<file path="src/rtl/route_pkg.sv">
package route_pkg;

  localparam int NUM_PORTS = 5;

  // Port index order is shared by portBusy and routePort
  localparam int P_EAST  = 0;
  localparam int P_WEST  = 1;
  localparam int P_NORTH = 2;
  localparam int P_SOUTH = 3;
  localparam int P_LOCAL = 4;

  typedef enum logic [1:0] {
    ALG_XY     = 2'b00,
    ALG_WFIRST = 2'b01,
    ALG_NLAST  = 2'b10,
    ALG_NFIRST = 2'b11
  } algo_e;

  // Productive directions seen from this switch toward the target
  typedef struct packed {
    logic goEast;
    logic goWest;
    logic goNorth;
    logic goSouth;
    logic atHome;
  } dirNeed_t;

  // Strobes from the policy control into the datapath registers
  typedef struct packed {
    logic                 take;
    logic                 stall;
    logic [NUM_PORTS-1:0] port;
  } ctrlStrobe_t;

endpackage

</file>
<file path="src/rtl/route_datapath.sv">
module route_datapath
  import route_pkg::*;
#(
  parameter int COORD_W = 4
) (
  input  logic                 clk,
  input  logic                 rstN,
  input  logic [COORD_W-1:0]   curX,
  input  logic [COORD_W-1:0]   curY,
  input  logic [COORD_W-1:0]   dstX,
  input  logic [COORD_W-1:0]   dstY,
  input  ctrlStrobe_t          strobe,
  output dirNeed_t             need,
  output logic                 routeValid,
  output logic                 routeStall,
  output logic [NUM_PORTS-1:0] routePort
);

  // Unsigned coordinate comparison; 0 and the all-ones value are ordinary
  always_comb begin
    need.goEast  = dstX > curX;
    need.goWest  = dstX < curX;
    need.goSouth = dstY > curY;
    need.goNorth = dstY < curY;
    need.atHome  = (dstX == curX) && (dstY == curY);
  end

  always_ff @(posedge clk) begin
    if (!rstN) begin
      routeValid <= 1'b0;
      routeStall <= 1'b0;
    end else begin
      routeValid <= strobe.take;
      routeStall <= strobe.stall;
    end
  end

  for (genvar p = 0; p < NUM_PORTS; p++) begin : g_portReg
    always_ff @(posedge clk) begin
      if (!rstN) routePort[p] <= 1'b0;
      else       routePort[p] <= strobe.take & strobe.port[p];
    end
  end

  AST_GRANT_ONEHOT: assert property (@(posedge clk) disable iff (!rstN)
    routeValid |-> ($countones(routePort) == 1));

  AST_STALL_NO_PORT: assert property (@(posedge clk) disable iff (!rstN)
    routeStall |-> (!routeValid && routePort == '0));

  AST_LOCAL_ONLY_HOME: assert property (@(posedge clk) disable iff (!rstN)
    routeValid |-> (routePort[P_LOCAL] ==
      (($past(dstX) == $past(curX)) && ($past(dstY) == $past(curY)))));

  AST_MIN_EAST: assert property (@(posedge clk) disable iff (!rstN)
    (routeValid && routePort[P_EAST]) |-> ($past(dstX) > $past(curX)));

  AST_MIN_WEST: assert property (@(posedge clk) disable iff (!rstN)
    (routeValid && routePort[P_WEST]) |-> ($past(dstX) < $past(curX)));

  AST_MIN_SOUTH: assert property (@(posedge clk) disable iff (!rstN)
    (routeValid && routePort[P_SOUTH]) |-> ($past(dstY) > $past(curY)));

  AST_MIN_NORTH: assert property (@(posedge clk) disable iff (!rstN)
    (routeValid && routePort[P_NORTH]) |-> ($past(dstY) < $past(curY)));

endmodule

</file>
<file path="src/rtl/route_ctrl.sv">
module route_ctrl
  import route_pkg::*;
(
  input  logic                 reqValid,
  input  logic [1:0]           algoSel,
  input  dirNeed_t             need,
  input  logic [NUM_PORTS-1:0] portBusy,
  output ctrlStrobe_t          strobe
);

  algo_e                algo;
  logic [NUM_PORTS-1:0] xDir;
  logic [NUM_PORTS-1:0] yDir;
  logic [NUM_PORTS-1:0] firstPick;
  logic [NUM_PORTS-1:0] secondPick;
  logic [NUM_PORTS-1:0] freeMask;
  logic [NUM_PORTS-1:0] firstFree;
  logic [NUM_PORTS-1:0] secondFree;
  logic [NUM_PORTS-1:0] chosen;
  logic                 adaptive;
  logic                 northOnly;

  assign algo = algo_e'(algoSel);

  // Single productive port per axis
  always_comb begin
    xDir = '0;
    yDir = '0;
    if (need.goEast)       xDir[P_EAST]  = 1'b1;
    else if (need.goWest)  xDir[P_WEST]  = 1'b1;
    if (need.goNorth)      yDir[P_NORTH] = 1'b1;
    else if (need.goSouth) yDir[P_SOUTH] = 1'b1;
  end

  // Quadrants in which the selected policy permits a second choice
  always_comb begin
    adaptive  = 1'b0;
    northOnly = 1'b0;
    case (algo)
      ALG_XY:     adaptive = 1'b0;
      ALG_WFIRST: adaptive = need.goEast;
      ALG_NLAST:  adaptive = need.goSouth;
      ALG_NFIRST: begin
        adaptive  = (need.goWest && need.goNorth) || (need.goEast && need.goSouth);
        northOnly = need.goEast && need.goNorth;
      end
      default:    adaptive = 1'b0;
    endcase
  end

  // Preferred and fallback candidates: X axis ahead of Y axis
  always_comb begin
    firstPick  = '0;
    secondPick = '0;
    if (need.atHome) begin
      firstPick[P_LOCAL] = 1'b1;
    end else if (northOnly) begin
      firstPick = yDir;
    end else if (|xDir) begin
      firstPick = xDir;
      if (adaptive) secondPick = yDir;
    end else begin
      firstPick = yDir;
    end
  end

  for (genvar p = 0; p < NUM_PORTS; p++) begin : g_free
    assign freeMask[p] = ~portBusy[p];
  end

  assign firstFree  = firstPick & freeMask;
  assign secondFree = secondPick & freeMask;
  assign chosen     = (|firstFree) ? firstFree : secondFree;

  always_comb begin
    strobe.port  = chosen;
    strobe.take  = reqValid && (|chosen);
    strobe.stall = reqValid && !(|chosen);
  end

endmodule

</file>
<file path="src/rtl/turn_route_unit.sv">
module turn_route_unit
  import route_pkg::*;
#(
  parameter int COORD_W = 4
) (
  input  logic               clk,
  input  logic               rstN,
  input  logic               reqValid,
  input  logic [1:0]         algoSel,
  input  logic [COORD_W-1:0] curX,
  input  logic [COORD_W-1:0] curY,
  input  logic [COORD_W-1:0] dstX,
  input  logic [COORD_W-1:0] dstY,
  input  logic [4:0]         portBusy,
  output logic               routeValid,
  output logic               routeStall,
  output logic [4:0]         routePort
);

  dirNeed_t    need;
  ctrlStrobe_t strobe;

  route_datapath #(.COORD_W(COORD_W)) u_dp (
    .clk        (clk),
    .rstN       (rstN),
    .curX       (curX),
    .curY       (curY),
    .dstX       (dstX),
    .dstY       (dstY),
    .strobe     (strobe),
    .need       (need),
    .routeValid (routeValid),
    .routeStall (routeStall),
    .routePort  (routePort)
  );

  route_ctrl u_ctrl (
    .reqValid (reqValid),
    .algoSel  (algoSel),
    .need     (need),
    .portBusy (portBusy),
    .strobe   (strobe)
  );

  AST_GRANT_WAS_FREE: assert property (@(posedge clk) disable iff (!rstN)
    routeValid |-> (($past(portBusy) & routePort) == 5'b0));

  AST_IDLE_QUIET: assert property (@(posedge clk) disable iff (!rstN)
    !reqValid |=> (!routeValid && !routeStall));

  AST_ANSWER_EACH_REQ: assert property (@(posedge clk) disable iff (!rstN)
    reqValid |=> (routeValid || routeStall));

  AST_XY_X_BEFORE_Y: assert property (@(posedge clk) disable iff (!rstN)
    (routeValid && $past(algoSel) == 2'b00 &&
     (routePort[P_NORTH] || routePort[P_SOUTH])) |-> ($past(dstX) == $past(curX)));

  AST_NF_NO_EAST_NORTH: assert property (@(posedge clk) disable iff (!rstN)
    (routeValid && $past(algoSel) == 2'b11 && routePort[P_EAST])
      |-> ($past(dstY) >= $past(curY)));

endmodule

</file>
<file path="config.mk">
export PLATFORM = sky130hd
export DESIGN_NAME = turn_route_unit
export DESIGN_NICKNAME = d
export VERILOG_FILES = /design/src/rtl/route_pkg.sv /design/src/rtl/route_datapath.sv /design/src/rtl/route_ctrl.sv /design/src/rtl/turn_route_unit.sv
export SDC_FILE = /design/constraint.sdc
export NUM_CORES = 1
export LEC_CHECK = 0
export BUFFER_PORTS_ARGS = -buffer_cell sky130_fd_sc_hd__buf_4
export CORE_AREA = 4 4 41 43
export CTS_BUF_LIST = sky130_fd_sc_hd__clkbuf_4
export DETAILED_ROUTE_END_ITERATION = 16
export DIE_AREA = 0 0 45 47
export GPL_TIMING_DRIVEN = 0
export PLACE_DENSITY = 0.82
export SETUP_SLACK_MARGIN = 0.02
export SLEW_MARGIN = 20
export SYNTH_ARGS = -nofsm -noshare
export SYNTH_HDL_FRONTEND = slang
export SYNTH_SLANG_ARGS = --single-unit
</file>
<file path="constraint.sdc">
create_clock -name clk -period 3.2 [get_ports clk]
set_input_delay 0.16 -clock clk [delete_from_list [all_inputs] [get_ports clk]]
set_output_delay 0.16 -clock clk [all_outputs]
set_load 0.1 [all_outputs]
</file>
==> impl_metrics.ini, run 1 <==
[pwr]
p_per_area_nw_per_um2 = 345
intPower_mw = 0.204
seq_power_share_pct = 29.5
p_sw_mw = 0.107
pwr-share-clk_pct = 27.8
irDropWorstVdd_v = 0.000128
sw_frac_of_total_pct = 34.4
p_leak_nw = 0.470
p_comb_share_pct = 42.8

[critical_path]
crit_fanout = 5
max_stage_delay_ns = 0.36
end_kind = flop
cp_slowest_cell = ha_1
critical_path_arrival_ns = 2.06
cp-start-kind = input port
worstSetupPathType = input port to flop
required_ns = 3.33
crit_chain = buf_4 -> ha_1 -> nand4_2 -> or2_4 -> a41oi_2 -> a21bo_1 -> a2bb2oi_1 -> o311a_1

[detailed_routing]
routed_wl_um = 1540
drc = 0
vias = 679
firstDrtPassIters = 6
wire_per_inst_um = 12.6
drt_iter0_drc = 5
route.antenna.remaining_nets = 0
routed_via_density = 5.57

[cells_and_area]
utilization_pct = 69.2
regArea_um2 = 140
nNetsFinal = 142
multi_input_area_um2 = 434
syn2layout_area_growth_pct = 47.2
drive_gt1_share_pct = 38.3
nFillCells = 115
antenna_cells = 0

[synthesis]
synthXorXnorAreaFrac_pct = 0
synth_area_leader_cell = dfxtp_1
synth.net_count = 105
synth_cell_type_count = 29
synth_area_um2 = 612
synth_adder_area_share_pct = 16.4
synth_top_cell_area_share_pct = 22.9
synth_area_leaders = dfxtp_1 (23%), ha_1 (16%), inv_1 (6.1%)
synthMuxAreaShare_pct = 0
synth_compound_area_share_pct = 29.2
synth_edf_count = 0
ys_ff_latch = 7
yosys-top-cells-count = inv_1 (10), ha_1 (8), dfxtp_1 (7), a21oi_1 (6), nand2_1 (6)
seq_area_frac_synth_pct = 22.9
synth_area_per_cell_um2 = 8.62
yosysMostFrequentCell = inv_1
ys_warn_count = 0
synthArstFlopShare_pct = 0
yosys.area_share.simple_pct = 25.4
syn_inst = 71
synth_flop_cell = dfxtp_1
synth_top_family_by_area = compound AO/OA/AOI/OAI gates

[cts]
cts_resized = 0
cts.sinks = 7
cts_made_buffers = 3
cts_setup_buffers = 0
htree_levels = 1
clockBufferDepth = 2
hold_buffers = 0
cts_tree = built
path_clk_slew_ns = 0.05
ctsRootBufferMaster = clkbuf_4

[grt]
grt_overflow = 0
grt_max_degree = 7
antenna_found_initial = 0
grt_use_total_pct = 16.6
grt_pass1_wl_um = 2570
grt_pass1_vias = 650

[place]
hpwl_um = 1330
io_buffers = 32
routabilityCongestion = 0.860

[timing]
setup_viol = 0
worst_pin_slew_ns = 0.490
fin_setup_tns_ns = 0
clock.fmax_mhz = 518
report.final.slew_viol_count = 0
period_share_pct = 60.4
hold_viol_final = 0
timing.slew.headroom_pct = 67.3
rsz0062_at_grt = false
min_period_ns = 1.93

[floorplan]
pin_count = 33
fp-row-count = 13
start_util_pct = 47.0
dieArea_um2 = 2120
die_y_um = 47
die_w_um = 45
coreArea_um2 = 1300

[flow_run]
cap_violations = 0

[hold_path]
hp-class = input port to flop

[run_status]
status = completed
power groups by stage:
stage          clock, mW  combinational (mW)  sequential, mW
2_1_floorplan          0              0.0635           0.119
3_3_place_gp           0               0.128          0.0933
3_5_place_dp           0               0.132          0.0933
4_1_cts           0.0899               0.132          0.0915
5_1_grt           0.0944               0.145          0.0917
6_report          0.0862               0.133          0.0916
cell families after synthesis:
logic type | after synthesis
AO/OA/AOI/OAI | 22
buffers and inverters | 10
AND/OR/NAND/NOR | 24
flip-flops | 7
adder cells (fa/ha/maj) | 8
area by class of cell:
cell class / instances / share of cell area [%]
timing repair buffer: 32 / 26.7
clock buffer: 4 / 3.33
multi-input combinational: 54 / 48.2
sequential: 7 / 15.6
tap: 15 / 2.08
inverter: 10 / 4.17
metrics by stage:
| step | std cells | hold WS (ns) | area, um^2 | total power, mW | setup WS, ns |
|---|---|---|---|---|---|
| floorplan | 71 | 0.237 | 612 | 0.182 | 1.30 |
| global placement | 118 | 0.346 | 871 | 0.222 | 1.10 |
| detailed placement | 118 | 0.346 | 871 | 0.225 | 1.02 |
| CTS | 122 | 0.0879 | 901 | 0.314 | 1.29 |
| global route | 122 | 0.0857 | 901 | 0.331 | 1.17 |
| finish | 122 | 0.0928 | 901 | 0.310 | 1.27 |
sequential cells by signal, summed over array words and instances, names as in the netlist:
name	flops
u_dp.routeValid	1
u_dp.routePort	5
u_dp.routeStall	1
placed cells by master, fill, tap and decap left out, drive strengths merged:
master   count
nor2         2
or3          2
buf         32
nand4        2
o22ai        2
nand4b       1
nor3         2
a21oi        6
a41oi        1
o311a        1
nor2b        2
nand3b       1
clkbuf       4
or2          1
nor4b        1
o2111ai      1
o41a         1
a2bb2oi      1
a221oi       1
nor3b        1
o21ai        1
nand2        6
a211o        1
a21bo        1
and2         1
dfxtp        7
and4         2
o211ai       3
inv         10
ha           8
o211a        2
path summary, 6_finish.rpt:
| path | startpoint | end | slack, ns | depth (start not counted) |
|---|---|---|---|---|
| hold / removal | portBusy[0] | u_dp.routePort[0]$_SDFF_PN0_ | 0.09 | 2 |
| setup / recovery | dstX[3] | u_dp.routeStall$_SDFF_PN0_ | 1.27 | 8 |
critical path: cells and delay by family:
kind,cells,cell delay [ns]
adders and majority gates,1,0.36
AOI/OAI and AO/OA,4,0.96
buffers and inverters,1,0.11
and+or+nand+nor,2,0.48
per-layer routing:
| layer | track usage (%) | up-vias | share of wire [%] |
|---|---|---|---|
| met5 | 0 | - | 0 |
| met4 | 7.02 | 0 | 0 |
| met1 | 18.2 | 311 | 40 |
| met3 | 3.45 | 0 | 5.0 |
| met2 | 30.8 | 23 | 55 |
| li1 | - | 345 | - |
No activity file was read; power rests on OpenSTA's default activity.
==> run 2, diff against run 1 <==
--- a/config.mk
+++ b/config.mk
@@ -5,11 +5,12 @@
 export SDC_FILE = /design/constraint.sdc
 export NUM_CORES = 1
 export LEC_CHECK = 0
+export ABC_AREA = 1
 export BUFFER_PORTS_ARGS = -buffer_cell sky130_fd_sc_hd__buf_4
-export CORE_AREA = 4 4 41 43
+export CORE_MARGIN = 4
+export CORE_UTILIZATION = 47
 export CTS_BUF_LIST = sky130_fd_sc_hd__clkbuf_4
 export DETAILED_ROUTE_END_ITERATION = 16
-export DIE_AREA = 0 0 45 47
 export GPL_TIMING_DRIVEN = 0
 export PLACE_DENSITY = 0.82
 export SETUP_SLACK_MARGIN = 0.02
==> constraint.sdc (replaced) <==
create_clock -name clk -period 2 [get_ports clk]
set_input_delay 0.1 -clock clk [delete_from_list [all_inputs] [get_ports clk]]
set_output_delay 0.1 -clock clk [all_outputs]
set_load 0.1 [all_outputs]
==> run 2 against run 1 <==
  * Non-clock buffer count did not move
  * Die area fell by 0.78%
  * Setup slack lost 0.82 ns
  * Critical path type unchanged
  * Critical endpoint is now u_dp.routePort[1]$_SDFF_PN0_
  * Largest power group unchanged
==> impl_metrics.ini, run 2 <==
[synthesis]
synth_flop_cell = dfxtp_1
synth_cell_type_count = 21
synth_area_per_cell_um2 = 6.40
ys_warn_count = 0
yosysMostFrequentCell = inv_1
synth_area_um2 = 672
seq_area_frac_synth_pct = 20.9
synth_edf_count = 0
synth_area_leader_cell = dfxtp_1
ys_ff_latch = 7
synth_top_cell_area_share_pct = 20.9
yosys-top-cells-count = inv_1 (26), nand2_1 (23), nor2_1 (9), ha_1 (8), dfxtp_1 (7)
synth.net_count = 139
synth_area_leaders = dfxtp_1 (21%), ha_1 (15%), inv_1 (15%)
synthArstFlopShare_pct = 0
syn_inst = 105

[cts]
ctsRootBufferMaster = clkbuf_4
clockBufferDepth = 2
cts_setup_buffers = 0
cts_resized = 0
cts.sinks = 7
hold_buffers = 0
cts_tree = built
path_clk_slew_ns = 0.05
htree_levels = 1
cts_made_buffers = 3

[floorplan]
coreArea_um2 = 1320
die_y_um = 45.8
pin_count = 33
start_util_pct = 51.0
fp-row-count = 13
dieArea_um2 = 2100
die_w_um = 45.8

[pwr]
intPower_mw = 0.315
p_leak_nw = 0.582
p_per_area_nw_per_um2 = 510
irDropWorstVdd_v = 0.000194
p_sw_mw = 0.174
sw_frac_of_total_pct = 35.6
pwr-share-clk_pct = 28.3
p_comb_share_pct = 41.8
seq_power_share_pct = 29.8

[cells_and_area]
nNetsFinal = 176
antenna_cells = 0
regArea_um2 = 140
final_cell_mix = buf_4 (32), inv_1 (26), nand2_1 (23)
largest_reg_flops = 5
final_common_cell = buf_4
utilization_pct = 72.9
multi_input_area_um2 = 419
nFillCells = 123
finish.instance_area_um2 = 961
drive_gt1_share_pct = 39.7
reg.largest.list = u_dp.routePort: 5 flops, u_dp.routeStall: 1 flops, u_dp.routeValid: 1 flops
top_register = u_dp.routePort
syn2layout_area_growth_pct = 43.0

[run_status]
status = completed

[critical_path]
max_stage_delay_ns = 0.30
path_common_cell = nand2_1
critical_path_arrival_ns = 1.69
crit_chain = buf_4 -> inv_1 -> ha_1 -> nand2_1 -> nor2_4 -> nand2_2 -> inv_2 -> nor3_2 -> nand2_1 -> nand2_1 -> nor2_2 -> nand3_1 -> nand3_2 -> o21bai_4 -> nor2_1
critPathBufInv = 3
end_kind = flop
cp_slowest_cell = ha_1
worstSetupPathType = input port to flop
cp-start-kind = input port
required_ns = 2.13
crit_fanout = 5
critPathTopFamily = simple AND/OR/NAND/NOR gates
cp-startpoint = curX[1]

[detailed_routing]
drc = 0
route.antenna.remaining_nets = 0
routed_wl_um = 1420
wire_per_inst_um = 9.07
routed_via_density = 4.67
firstDrtPassIters = 4
vias = 729
drt_iter0_drc = 9

[hold_path]
hp-class = input port to flop
holdCritStartpoint = portBusy[4]

[grt]
grt_use_total_pct = 16.0
antenna_found_initial = 0
grt_pass1_vias = 684
grt_overflow = 0
grt_pass1_wl_um = 2500
grt_max_degree = 7

[timing]
fin_worst_hold_slack_ns = 0.0975
clock.fmax_mhz = 644
worst_slack_ns = 0.446
rsz0062_at_grt = false
report.final.slew_viol_count = 0
timing.slew.headroom_pct = 81.4
period_share_pct = 77.7
hold_viol_final = 0
worst_pin_slew_ns = 0.282
setup_viol = 0
min_period_ns = 1.55
fin_setup_tns_ns = 0

[flow_run]
cap_violations = 0

[place]
hpwl_um = 1320
routabilityCongestion = 0.877
placed_cell_area_um2 = 931
post-place-ws_ns = 0.165
io_buffers = 32
run 2: changes by cell type in the layout (fill, tap and decap cells not counted), moves of 3 or more:
cell	change
nand2_1	+17
inv_1	+16
nor2_1	+7
nand2_2	+6
nand3_1	+5
a21oi_1	-4
inv_2	+4
nor2_2	+4
o211ai_1	-3
run 2: power groups by stage:
stage,Combinational [mW],Sequential (mW),Clock (mW)
6_report,0.205,0.146,0.139
2_1_floorplan,0.106,0.185,0
3_5_place_dp,0.207,0.149,0
3_3_place_gp,0.201,0.149,0
4_1_cts,0.207,0.146,0.140
5_1_grt,0.230,0.146,0.150
run 2: logic make-up after synthesis:
group | Yosys count | synth area share (%)
DFF | 7 | 20.9
adders and majority gates | 8 | 14.9
and+or+nand+nor | 54 | 40.0
buffers and inverters | 30 | 16.8
AOI/OAI and AO/OA | 6 | 7.45
run 2: worst paths after layout:
kind / endpoint / slack [ns] / cells after the start
setup / recovery: u_dp.routePort[1]$_SDFF_PN0_ / 0.45 / 15
hold / removal: u_dp.routePort[4]$_SDFF_PN0_ / 0.1 / 4
run 2: area by class of cell:
cell class	instances	share of cell area, %
repair buffers	32	25.0
well taps	15	1.95
inverters	30	11.7
clock buffers	4	3.12
flip-flops and latches	7	14.6
multi-input cells	68	43.6
run 2: through the flow:
step,std cells,total power [mW]
after floorplan,105,0.291
after global placement,152,0.349
after detailed placement,152,0.356
after CTS,156,0.494
after global routing,156,0.526
final,156,0.490
run 2: layer usage:
metal | vias to the layer above | global-route usage, % | part of all wire [%]
met2 | 22 | 32.9 | 57
met5 | - | 0 | 0
met1 | 319 | 16.1 | 35
li1 | 386 | - | -
met4 | 0 | 5.11 | 1.3
met3 | 2 | 1.58 | 6.5
